==> src/rtl/fit_pkg.sv <==
package fit_pkg;
    localparam int PERIOD_W = 2;
    localparam int NUM_TAPS = 1 << PERIOD_W;

    typedef enum logic {
        ST_CLEAR   = 1'b0,
        ST_PENDING = 1'b1
    } fit_state_e;
endpackage

==> src/rtl/fit_timebase.sv <==
module fit_timebase #(
    parameter int TB_W = 64
) (
    input  logic            clk,
    input  logic            rst_n,
    input  logic            tick_en,
    output logic [TB_W-1:0] tb_q
);
    localparam logic [TB_W-1:0] ONE = {{(TB_W-1){1'b0}}, 1'b1};

    always_ff @(posedge clk) begin
        if (!rst_n)       tb_q <= '0;
        else if (tick_en) tb_q <= tb_q + ONE;
    end

    p_count_r1: assert property (@(posedge clk) disable iff (!rst_n)
        tick_en |=> (tb_q == $past(tb_q) + ONE));
    p_hold_r1: assert property (@(posedge clk) disable iff (!rst_n)
        !tick_en |=> $stable(tb_q));
endmodule

==> src/rtl/fit_tap_edge.sv <==
module fit_tap_edge
    import fit_pkg::*;
#(
    parameter int TB_W = 64,
    parameter int TAP0 = 13,
    parameter int TAP1 = 17,
    parameter int TAP2 = 21,
    parameter int TAP3 = 25
) (
    input  logic                clk,
    input  logic                rst_n,
    input  logic [TB_W-1:0]     tb_q,
    input  logic [PERIOD_W-1:0] period_q,
    input  logic [PERIOD_W-1:0] period_d,
    output logic                tap_event
);
    localparam int TAP_POS [NUM_TAPS] = '{TAP0, TAP1, TAP2, TAP3};

    logic [NUM_TAPS-1:0] tap_now;
    logic                prev_q;

    for (genvar g = 0; g < NUM_TAPS; g++) begin : g_tap
        assign tap_now[g] = tb_q[TAP_POS[g]];
    end

    // Previous value tracks the bit that will be selected next cycle, so a
    // period change reloads it from the new tap and no false edge appears.
    always_ff @(posedge clk) begin
        if (!rst_n) prev_q <= 1'b0;
        else        prev_q <= tap_now[period_d];
    end

    assign tap_event = tap_now[period_q] & ~prev_q;

    p_single_pulse_r3: assert property (@(posedge clk) disable iff (!rst_n)
        (tap_event && period_d == period_q) |=> !tap_event);
endmodule

==> src/rtl/fit_status_fsm.sv <==
module fit_status_fsm
    import fit_pkg::*;
(
    input  logic clk,
    input  logic rst_n,
    input  logic tap_event,
    input  logic clr_req,
    input  logic irq_en,
    output logic pending,
    output logic irq
);
    fit_state_e state_q, state_d;

    always_comb begin
        state_d = state_q;
        unique case (state_q)
            ST_CLEAR:   if (tap_event)               state_d = ST_PENDING; // SET
            ST_PENDING: if (clr_req && !tap_event)   state_d = ST_CLEAR;   // ACK, event wins
            default:                                 state_d = ST_CLEAR;
        endcase
    end

    always_ff @(posedge clk) begin
        if (!rst_n) state_q <= ST_CLEAR;
        else        state_q <= state_d;
    end

    always_comb begin
        pending = (state_q == ST_PENDING);
        irq     = pending & irq_en;
    end

    p_event_sets_r3: assert property (@(posedge clk) disable iff (!rst_n)
        tap_event |=> pending);
    p_sticky_r4: assert property (@(posedge clk) disable iff (!rst_n)
        (pending && !clr_req) |=> pending);
    p_clear_r5: assert property (@(posedge clk) disable iff (!rst_n)
        (pending && clr_req && !tap_event) |=> !pending);
    p_event_wins_r6: assert property (@(posedge clk) disable iff (!rst_n)
        (tap_event && clr_req) |=> pending);
endmodule

==> src/rtl/fit_tap_timer.sv <==
module fit_tap_timer
    import fit_pkg::*;
#(
    parameter int TB_W = 64,
    parameter int TAP0 = 13,
    parameter int TAP1 = 17,
    parameter int TAP2 = 21,
    parameter int TAP3 = 25
) (
    input  logic       clk,
    input  logic       rst_n,
    input  logic       tick_en,
    input  logic       ctrl_we,
    input  logic [1:0] ctrl_period,
    input  logic       ctrl_irq_en,
    input  logic       stat_we,
    input  logic       stat_clr,
    output logic       fit_pending,
    output logic       irq
);
    logic [TB_W-1:0]     tb_q;
    logic [PERIOD_W-1:0] period_q, period_d;
    logic                irq_en_q;
    logic                tap_event;
    logic                clr_req;

    assign period_d = ctrl_we ? ctrl_period : period_q;
    assign clr_req  = stat_we & stat_clr;

    always_ff @(posedge clk) begin
        if (!rst_n) begin
            period_q <= '0;
            irq_en_q <= 1'b0;
        end else if (ctrl_we) begin
            period_q <= ctrl_period;
            irq_en_q <= ctrl_irq_en;
        end
    end

    fit_timebase #(.TB_W(TB_W)) u_tb (
        .clk     (clk),
        .rst_n   (rst_n),
        .tick_en (tick_en),
        .tb_q    (tb_q)
    );

    fit_tap_edge #(
        .TB_W(TB_W), .TAP0(TAP0), .TAP1(TAP1), .TAP2(TAP2), .TAP3(TAP3)
    ) u_edge (
        .clk       (clk),
        .rst_n     (rst_n),
        .tb_q      (tb_q),
        .period_q  (period_q),
        .period_d  (period_d),
        .tap_event (tap_event)
    );

    fit_status_fsm u_fsm (
        .clk       (clk),
        .rst_n     (rst_n),
        .tap_event (tap_event),
        .clr_req   (clr_req),
        .irq_en    (irq_en_q),
        .pending   (fit_pending),
        .irq       (irq)
    );

    p_event_needs_tick_r1: assert property (@(posedge clk) disable iff (!rst_n)
        tap_event |-> $past(tick_en));
    p_no_false_edge_r9: assert property (@(posedge clk) disable iff (!rst_n)
        (ctrl_we && ctrl_period != period_q && !tick_en) |=> !tap_event);
    p_irq_needs_pending_r7: assert property (@(posedge clk) disable iff (!rst_n)
        irq |-> fit_pending);
    p_enable_raises_r8: assert property (@(posedge clk) disable iff (!rst_n)
        (ctrl_we && ctrl_irq_en && fit_pending && !clr_req) |=> irq);
endmodule

==> config.mk <==
export PLATFORM = sky130hd
export DESIGN_NAME = fit_tap_timer
export DESIGN_NICKNAME = d
export VERILOG_FILES = /design/src/rtl/fit_pkg.sv /design/src/rtl/fit_timebase.sv /design/src/rtl/fit_tap_edge.sv /design/src/rtl/fit_status_fsm.sv /design/src/rtl/fit_tap_timer.sv
export SDC_FILE = /design/constraint.sdc
export NUM_CORES = 1
export LEC_CHECK = 0
export ABC_AREA = 1
export BUFFER_PORTS_ARGS = -buffer_cell sky130_fd_sc_hd__buf_2
export CORE_ASPECT_RATIO = 2
export CORE_MARGIN = 1
export CORE_UTILIZATION = 25
export CTS_BUF_LIST = sky130_fd_sc_hd__clkbuf_16
export DETAILED_ROUTE_END_ITERATION = 10
export HOLD_SLACK_MARGIN = 0.08
export MAX_ROUTING_LAYER = met4
export PLACE_DENSITY = 0.51
export REMOVE_ABC_BUFFERS = 1
export SYNTH_ARGS = -nofsm -noshare
export SYNTH_HDL_FRONTEND = slang
export SYNTH_HIERARCHICAL = 1
export SYNTH_SLANG_ARGS = --single-unit
==> constraint.sdc <==
create_clock -name clk -period 3.6 [get_ports clk]
set_input_delay 0.72 -clock clk [delete_from_list [all_inputs] [get_ports clk]]
set_output_delay 0.72 -clock clk [all_outputs]
set_load 0.005 [all_outputs]
==> flow_summary.ini, run 1 <==
[job]
drv_cap = 0

[die]
die_h_um = 119
rows = 42
die-area_um2 = 7230
initial_utilization_pct = 26.0
dieWidth_um = 60.6
core_um2 = 6620
io_pins = 11

[setup_path]
arrival_ps = 1730
r2r-start = u_tb/tb_q[0]$_SDFFE_PN0P_
cp_max_fo = 5
path_depth = 7
crit_top_cell = nand3_1
start_kind = register
r2r_slack_ps = 2010
reg2regPathDepth = 7
path_buf_inv = 1
crit_path_end = u_tb/tb_q[20]$_SDFFE_PN0P_
worstSetupPathType = reg2reg
critical-path-top-delay-family = simple AND/OR/NAND/NOR gates
cp_slowest_cell = dfxtp_1
crit_path_start = u_tb/tb_q[0]$_SDFFE_PN0P_
slowest_delay_ps = 390
timing.rr.end = u_tb/tb_q[20]$_SDFFE_PN0P_
path_cells = ha_1 > nand3_1 > inv_1 > nand3_1 > nor3_1 > xnor2_1 > nor2_1
endpoint_kind = register
crit_required_ps = 3740

[placement]
dp_cells = 342
numPortBuffers = 10
place_area_um2 = 1850
place.gp.congestion = 0.847
dp_hpwl_um = 3060

[routing]
wirelength_um = 3850
vias_per_cell = 4.25
vias = 1484
wl_per_cell_um = 11.0
ant_nets = 0
drc = 0
drt-pass1-iter-count = 4
drtIter0Drc = 36

[cells_and_area]
fillers = 767
seq_area_um2 = 621
final_cell_mix = nand2_1, inv_1, nor2_1, dfxtp_1, a21oi_1
stdcell_count = 349
drive_above_1_share_pct = 18.0
nNetsFinal = 271
area_growth_pct = 15.1
final_common_cell = nand2_1
diodes = 0
stdcell_area_um2 = 1980
multi_input_area_um2 = 903

[power]
powerDensity_nw_per_um2 = 394
ir_worst_vdd_mv = 0.180
fin_total_pwr_mw = 0.781
leakagePower_nw = 0.851

[run_status]
status = complete, no violations

[yosys]
ys_warn_count = 6
synth.avg_cell_area_um2 = 6.85
syn-cell-area_um2 = 1720
synth_cells = 251

[sta]
rsz0062_at_grt = no
clock.fmax_mhz = 627
hold_viol_final = 0
timing.setup.tns_ps = 0
worst_pin_slew_ps = 542
finalMaxSlewViolations = 0
fin_crit_ps = 1590
finalCritPeriodShare_pct = 44.3
maxSlewHeadroom_pct = 63.8
fin_skew_ps = 3.43
setup_viol = 0

[cts]
clock_sink_count = 31
cts_resized = 0
clk_pin_slew_ps = 50
cts_setup_buffers = 0
cts.htree.levels = 2
cts_root_buffer = clkbuf_16
worstSkewPairLatency_ps = 270
cts-hold-fix-buffers = 0
clockBufferDepth = 2
cts_tree = yes
cts_inserted_buffers = 5

[grt]
grt_pass1_vias = 1492
grt_max_degree = 17
antenna_found_initial = 0
grt_pass1_wl_um = 6620
grt_overflow = 0
grt_use_total_pct = 12.8

[hold_path]
hold_class = reg2reg
[final cells by class]
cell class | count | area share [%]
multi-input cells | 170 | 45.6
clock inverters | 2 | 0.442
repair buffers | 10 | 2.53
well taps | 88 | 5.56
clock buffers | 5 | 6.32
flip-flops and latches | 31 | 31.4
inverters | 43 | 8.15
[worst register-to-register path: stages (launching register included)]
cell     delay (ps)
dfxtp_1         390
ha_1            200
nand3_1          80
inv_1            70
nand3_1         160
nor3_1          350
xnor2_1         160
nor2_1           50
[report_power, final]
part	internal (mW)	switching, mW	total [mW]
Combinational	0.0143	0.0241	0.0385
Sequential	0.350	0.00505	0.355
Clock	0.248	0.139	0.387
[layer usage]
| metal | vias up | global-route usage [%] | share of wire, % |
|---|---|---|---|
| met5 | - | - | 0 |
| met1 | 672 | 11.0 | 34 |
| met3 | 10 | 2.93 | 2.6 |
| li1 | 775 | - | - |
| met4 | 0 | 5.97 | 4.2 |
| met2 | 27 | 24.2 | 60 |
[stage by stage]
step           hold WS, ps  utilization [%]  setup slack (ps)
6_report               482             29.9              2010
2_1_floorplan          438                -              2070
5_1_grt                509             29.9              1850
3_5_place_dp           477             27.9              1760
3_3_place_gp           469             27.9              1790
4_1_cts                485             29.9              1990
[registers in the layout (all words and copies together), names as in the netlist]
signal	flops
u_fsm/pending	1
irq_en_q	1
u_edge/prev_q	1
period_q	2
u_tb/tb_q	26
[how the worst min path moves through the flow]
stage / startpoint / to / slack (ps) / cells after the start
3_3_place_gp: u_tb/tb_q[24]$_SDFFE_PN0P_ / u_tb/tb_q[24]$_SDFFE_PN0P_ / 470 / 2
4_1_cts: u_fsm/pending$_SDFF_PN0_ / u_fsm/pending$_SDFF_PN0_ / 490 / 2
2_1_floorplan: u_tb/tb_q[24]$_SDFFE_PN0P_ / u_tb/tb_q[24]$_SDFFE_PN0P_ / 440 / 2
5_1_grt: u_fsm/pending$_SDFF_PN0_ / u_fsm/pending$_SDFF_PN0_ / 510 / 2
6_report: u_fsm/pending$_SDFF_PN0_ / u_fsm/pending$_SDFF_PN0_ / 480 / 2
3_5_place_dp: u_tb/tb_q[24]$_SDFFE_PN0P_ / u_tb/tb_q[24]$_SDFFE_PN0P_ / 480 / 2
Note: power is estimated with default switching activity, not from simulation.
==> run 2, diff against run 1 <==
--- a/config.mk
+++ b/config.mk
@@ -5,7 +5,7 @@
 export SDC_FILE = /design/constraint.sdc
 export NUM_CORES = 1
 export LEC_CHECK = 0
-export ABC_AREA = 1
+export ABC_AREA = 0
 export BUFFER_PORTS_ARGS = -buffer_cell sky130_fd_sc_hd__buf_2
 export CORE_ASPECT_RATIO = 2
 export CORE_MARGIN = 1
==> constraint.sdc (replaced) <==
create_clock -name clk -period 1.5 [get_ports clk]
set_input_delay 0.3 -clock clk [delete_from_list [all_inputs] [get_ports clk]]
set_output_delay 0.3 -clock clk [all_outputs]
set_load 0.005 [all_outputs]
==> flow_summary.ini, run 2 <==
[run_status]
status = finished with violations
violations = negative setup slack

[cts]
cts_root_buffer = clkbuf_16
cts_inserted_buffers = 5
clockBufferDepth = 2
worstSkewPairLatency_ps = 270
cts_tree = yes
cts.htree.levels = 2
clock_sink_count = 31
cts-hold-fix-buffers = 0
clk_pin_slew_ps = 50

[power]
power_frac_seq_pct = 41.3
leakagePower_nw = 0.902
intPower_mw = 1.65
ir_worst_vdd_mv = 0.768
switchingPower_mw = 0.388
clkPwrFrac_pct = 54.8
p_comb_share_pct = 3.9
powerDensity_nw_per_um2 = 936
switching_share_pct = 19.1

[routing]
ant_nets = 0
drc = 0
vias_per_cell = 4.60
wirelength_um = 3420
vias = 1229
drt-pass1-iter-count = 4
wl_per_cell_um = 12.8
drtIter0Drc = 22

[die]
io_pins = 11
die-area_um2 = 6190
dieWidth_um = 56.2
initial_utilization_pct = 25.9
die_h_um = 110
core_um2 = 5660
rows = 39

[setup_path]
crit_path_start = u_tb/tb_q[13]$_SDFFE_PN0P_
worstSetupPathType = reg2reg
path_buf_inv = 0
r2r_slack_ps = -40
path_cells = nand3_2 > or4_4 > or3_1 > a21oi_1
endpoint_kind = register
reg2regPathDepth = 4
slowest_delay_ps = 530
cp_slowest_cell = or4_4
crit_required_ps = 1710
timing.rr.end = u_tb/tb_q[22]$_SDFFE_PN0P_
r2r-start = u_tb/tb_q[13]$_SDFFE_PN0P_
critical-path-top-delay-family = simple AND/OR/NAND/NOR gates
start_kind = register
arrival_ps = 1750
cp_max_fo = 5

[placement]
dpl_worst_slack_ps = -231
dp_cells = 250
place.gp.congestion = 0.822
numPortBuffers = 10
dp_hpwl_um = 2480

[yosys]
synth.avg_cell_area_um2 = 9.58
syn-cell-area_um2 = 1470
ys_warn_count = 6
synth_cells = 153

[sta]
whs_ps = 285
finalCritPeriodShare_pct = 103
setup_viol = 4
rsz0062_at_grt = yes
fin_skew_ps = 1.90
fin_crit_ps = 1540
maxSlewHeadroom_pct = 78.6
worst_pin_slew_ps = 318
clock.fmax_mhz = 649
timing.final.ws_setup_ps = -40.3
hold_viol_final = 0
finalMaxSlewViolations = 0

[grt]
grt_overflow = 0
grt_use_total_pct = 13.1
grt_pass1_vias = 1299
grt_max_degree = 27
antenna_found_initial = 0
grt_pass1_wl_um = 5940

[hold_path]
hold_depth = 3
whs_endpoint = irq_en_q$_SDFFE_PN0P_
worstHoldStart = ctrl_irq_en
hold_class = in2reg

[cells_and_area]
diodes = 0
area_growth_pct = 48.3
fin_util_pct = 38.4
final_cell_mix = buf_4, nor2_1, dfxtp_1, xor2_1
reg_top3 = u_tb/tb_q: 26 flops, period_q: 2 flops
nNetsFinal = 215
fillers = 559
final_common_cell = buf_4
stdcell_count = 267
drive_above_1_share_pct = 50.0
top_register = u_tb/tb_q
largest_reg_flops = 26

[job]
drv_cap = 0
run 2: stage by stage:
step / setup TNS [ps] / cell area (um2) / power, mW
finish: -83.9 / 2170 / 2.04
global route: -481 / 2170 / 2.12
CTS: -18.0 / 2080 / 2.07
detailed placement: -925 / 1800 / 0.936
global placement: -950 / 1800 / 0.936
floorplan: -918 / 1440 / 0.898
run 2: power by group through the flow:
| stage | registers (mW) | clock network (mW) | logic [mW] |
|---|---|---|---|
| global placement | 0.860 | 0 | 0.0759 |
| detailed placement | 0.860 | 0 | 0.0761 |
| floorplan | 0.858 | 0 | 0.0393 |
| global route | 0.841 | 1.19 | 0.0898 |
| CTS | 0.841 | 1.14 | 0.0795 |
| finish | 0.841 | 1.12 | 0.0792 |
run 2: per-layer routing:
metal | global-route usage (%) | share of wire, %
met3 | 3.03 | 2.7
met2 | 25.9 | 61
met1 | 11.3 | 35
met4 | 6.79 | 1.7
met5 | - | 0
run 2: how the worst max path moves through the flow:
| stage | end | cells after the start |
|---|---|---|
| final | u_tb/tb_q[22]$_SDFFE_PN0P_ | 4 |
| after global routing | u_tb/tb_q[16]$_SDFFE_PN0P_ | 7 |
| after detailed placement | u_tb/tb_q[18]$_SDFFE_PN0P_ | 7 |
| after global placement | u_tb/tb_q[16]$_SDFFE_PN0P_ | 7 |
| after floorplan | u_tb/tb_q[18]$_SDFFE_PN0P_ | 6 |
| after CTS | u_tb/tb_q[20]$_SDFFE_PN0P_ | 8 |
run 2: what timing repair did:
action / CTS / global route
setup buffers: 4 / 5
gates resized for setup: 25 / 17
pin swaps: 8 / 23
endpoints found under the setup margin: 7 / 13
run 2: worst register-to-register path: cells and delay by family, from the launching register on:
kind / cells / cell delay [ps]
DFF: 1 / 370
AOI/OAI and AO/OA: 1 / 140
and+or+nand+nor: 3 / 960
run 2: layout make-up:
class	count	area, um2	share of cell area, %
Clock buffer	5	125	5.75
Clock inverter	3	38.8	1.78
Inverter	2	7.51	0.345
Multi-Input combinational cell	114	900	41.4
Sequential cell	31	654	30.1
Tap cell	61	76.3	3.51
Timing Repair Buffer	51	373	17.1
==> run 3, diff against run 2 <==
--- a/config.mk
+++ b/config.mk
@@ -14,7 +14,6 @@
 export DETAILED_ROUTE_END_ITERATION = 10
 export HOLD_SLACK_MARGIN = 0.08
 export MAX_ROUTING_LAYER = met4
-export PLACE_DENSITY = 0.51
 export REMOVE_ABC_BUFFERS = 1
 export SYNTH_ARGS = -nofsm -noshare
 export SYNTH_HDL_FRONTEND = slang
==> flow_summary.ini, run 3 (synthesis gave the netlist of run 2 again) <==
[cells_and_area]
final_common_cell = buf_4
nNetsFinal = 216
fillers = 561
seq_area_um2 = 654
drive_above_1_share_pct = 53.6
largest_reg_flops = 26
final_cell_mix = buf_4, nor2_1, dfxtp_2, xor2_1
area_growth_pct = 50.2
diodes = 0
multi_input_area_um2 = 923
top_register = u_tb/tb_q
stdcell_area_um2 = 2200
reg_top3 = u_tb/tb_q: 26 flops, period_q: 2 flops
fin_util_pct = 38.9

[setup_path]
critical-path-top-delay-family = simple AND/OR/NAND/NOR gates
endpoint_kind = register
slowest_delay_ps = 520
path_buf_inv = 0
worstSetupPathType = reg2reg
arrival_ps = 1740
timing.rr.end = u_tb/tb_q[22]$_SDFFE_PN0P_
start_kind = register
r2r-start = u_tb/tb_q[15]$_SDFFE_PN0P_
crit_required_ps = 1710
path_cells = nand3_2 > or4_4 > or3_4 > a21oi_2
r2r_slack_ps = -20
reg2regPathDepth = 4
cp_slowest_cell = or4_4
cp_max_fo = 2

[sta]
hold_viol_final = 0
rsz0062_at_grt = yes
worst_pin_slew_ps = 278
maxSlewHeadroom_pct = 81.3
timing.final.ws_setup_ps = -21.7
whs_ps = 293
fin_crit_ps = 1520
fin_skew_ps = 2.23
timing.setup.tns_ps = -50.5
finalMaxSlewViolations = 0
setup_viol = 3
finalCritPeriodShare_pct = 101
clock.fmax_mhz = 657

[cts]
clockBufferDepth = 2
cts_tree = yes
clk_pin_slew_ps = 50
cts_inserted_buffers = 5
clock_sink_count = 31
cts_root_buffer = clkbuf_16
cts.htree.levels = 2
worstSkewPairLatency_ps = 280
cts-hold-fix-buffers = 0

[placement]
dp_hpwl_um = 2560
dpl_worst_slack_ps = -327
place.gp.congestion = 0.832
place_area_um2 = 1800
numPortBuffers = 10

[hold_path]
worstHoldStart = ctrl_irq_en
hold_depth = 3
whs_endpoint = irq_en_q$_SDFFE_PN0P_
hold_class = in2reg

[routing]
vias = 1277
drtIter0Drc = 41
vias_per_cell = 4.76
wirelength_um = 3780
ant_nets = 0
drt-pass1-iter-count = 4
drc = 0
wl_per_cell_um = 14.1

[grt]
grt_pass1_vias = 1308
grt_max_degree = 27
busiest_layer = met2
use_met2_pct = 25.1
use_met1_pct = 11.1
grt_use_total_pct = 13.2
grt_overflow = 0
antenna_found_initial = 0
grt_use_met3_pct = 3.38
grt_pass1_wl_um = 5950

[die]
die_h_um = 110
core_um2 = 5660
initial_utilization_pct = 25.9
rows = 39
io_pins = 11
dieWidth_um = 56.2
die-area_um2 = 6190

[run_status]
violations = negative setup slack
status = finished with violations

[power]
ir_worst_vdd_mv = 0.800
leakagePower_nw = 0.918
powerDensity_nw_per_um2 = 928

[job]
drv_cap = 0
## run 3: cell types whose count changed in the layout (fill, tap and decap cells not counted), sizes merged
cell	before	now
buf	51	52
## run 3: final cells by class
type                            instances  area share (%)
Timing Repair Buffer                   52            17.1
Sequential cell                        31            29.7
Clock buffer                            5            5.68
Inverter                                2           0.341
Multi-Input combinational cell        114            41.9
Tap cell                               61            3.47
Clock inverter                          3            1.76
## run 3: stage by stage
step,instances,total power [mW]
after detailed placement,249,0.934
after global routing,268,2.12
final,268,2.04
after global placement,249,0.932
after floorplan,147,0.898
after CTS,266,2.07
## run 3: how the worst max path moves through the flow
stage / from / endpoint / slack (ps) / depth (start not counted)
floorplan: u_tb/tb_q[0]$_SDFFE_PN0P_ / u_tb/tb_q[18]$_SDFFE_PN0P_ / -230 / 6
global placement: u_tb/tb_q[0]$_SDFFE_PN0P_ / u_tb/tb_q[16]$_SDFFE_PN0P_ / -300 / 7
detailed placement: u_tb/tb_q[0]$_SDFFE_PN0P_ / u_tb/tb_q[16]$_SDFFE_PN0P_ / -330 / 7
CTS: u_tb/tb_q[12]$_SDFFE_PN0P_ / u_tb/tb_q[22]$_SDFFE_PN0P_ / 2 / 4
global route: u_tb/tb_q[6]$_SDFFE_PN0P_ / u_tb/tb_q[22]$_SDFFE_PN0P_ / -100 / 5
finish: u_tb/tb_q[15]$_SDFFE_PN0P_ / u_tb/tb_q[22]$_SDFFE_PN0P_ / -20 / 4
## run 3: where the power goes
group	internal (mW)	switching, mW
clock	0.773	0.357
sequential	0.829	0.00960
combinational	0.0420	0.0340
total	1.64	0.400
## run 3: tightest hold or removal path: cells and delay by family
kind	cells	cell delay (ps)
AND/OR/NAND/NOR	1	90
buffers and inverters	1	80
multiplexers	1	60
## run 3: routing by layer
layer	up-vias	part of all wire (%)
li1	635	-
met1	592	34
met2	35	57
met3	15	3.3
met4	0	6.0
met5	-	0
## run 3: what timing repair did
item,in CTS,in global routing
setup buffers,9,3
endpoints found under the setup margin,6,13
pin swaps,8,8
gates resized for setup,28,19
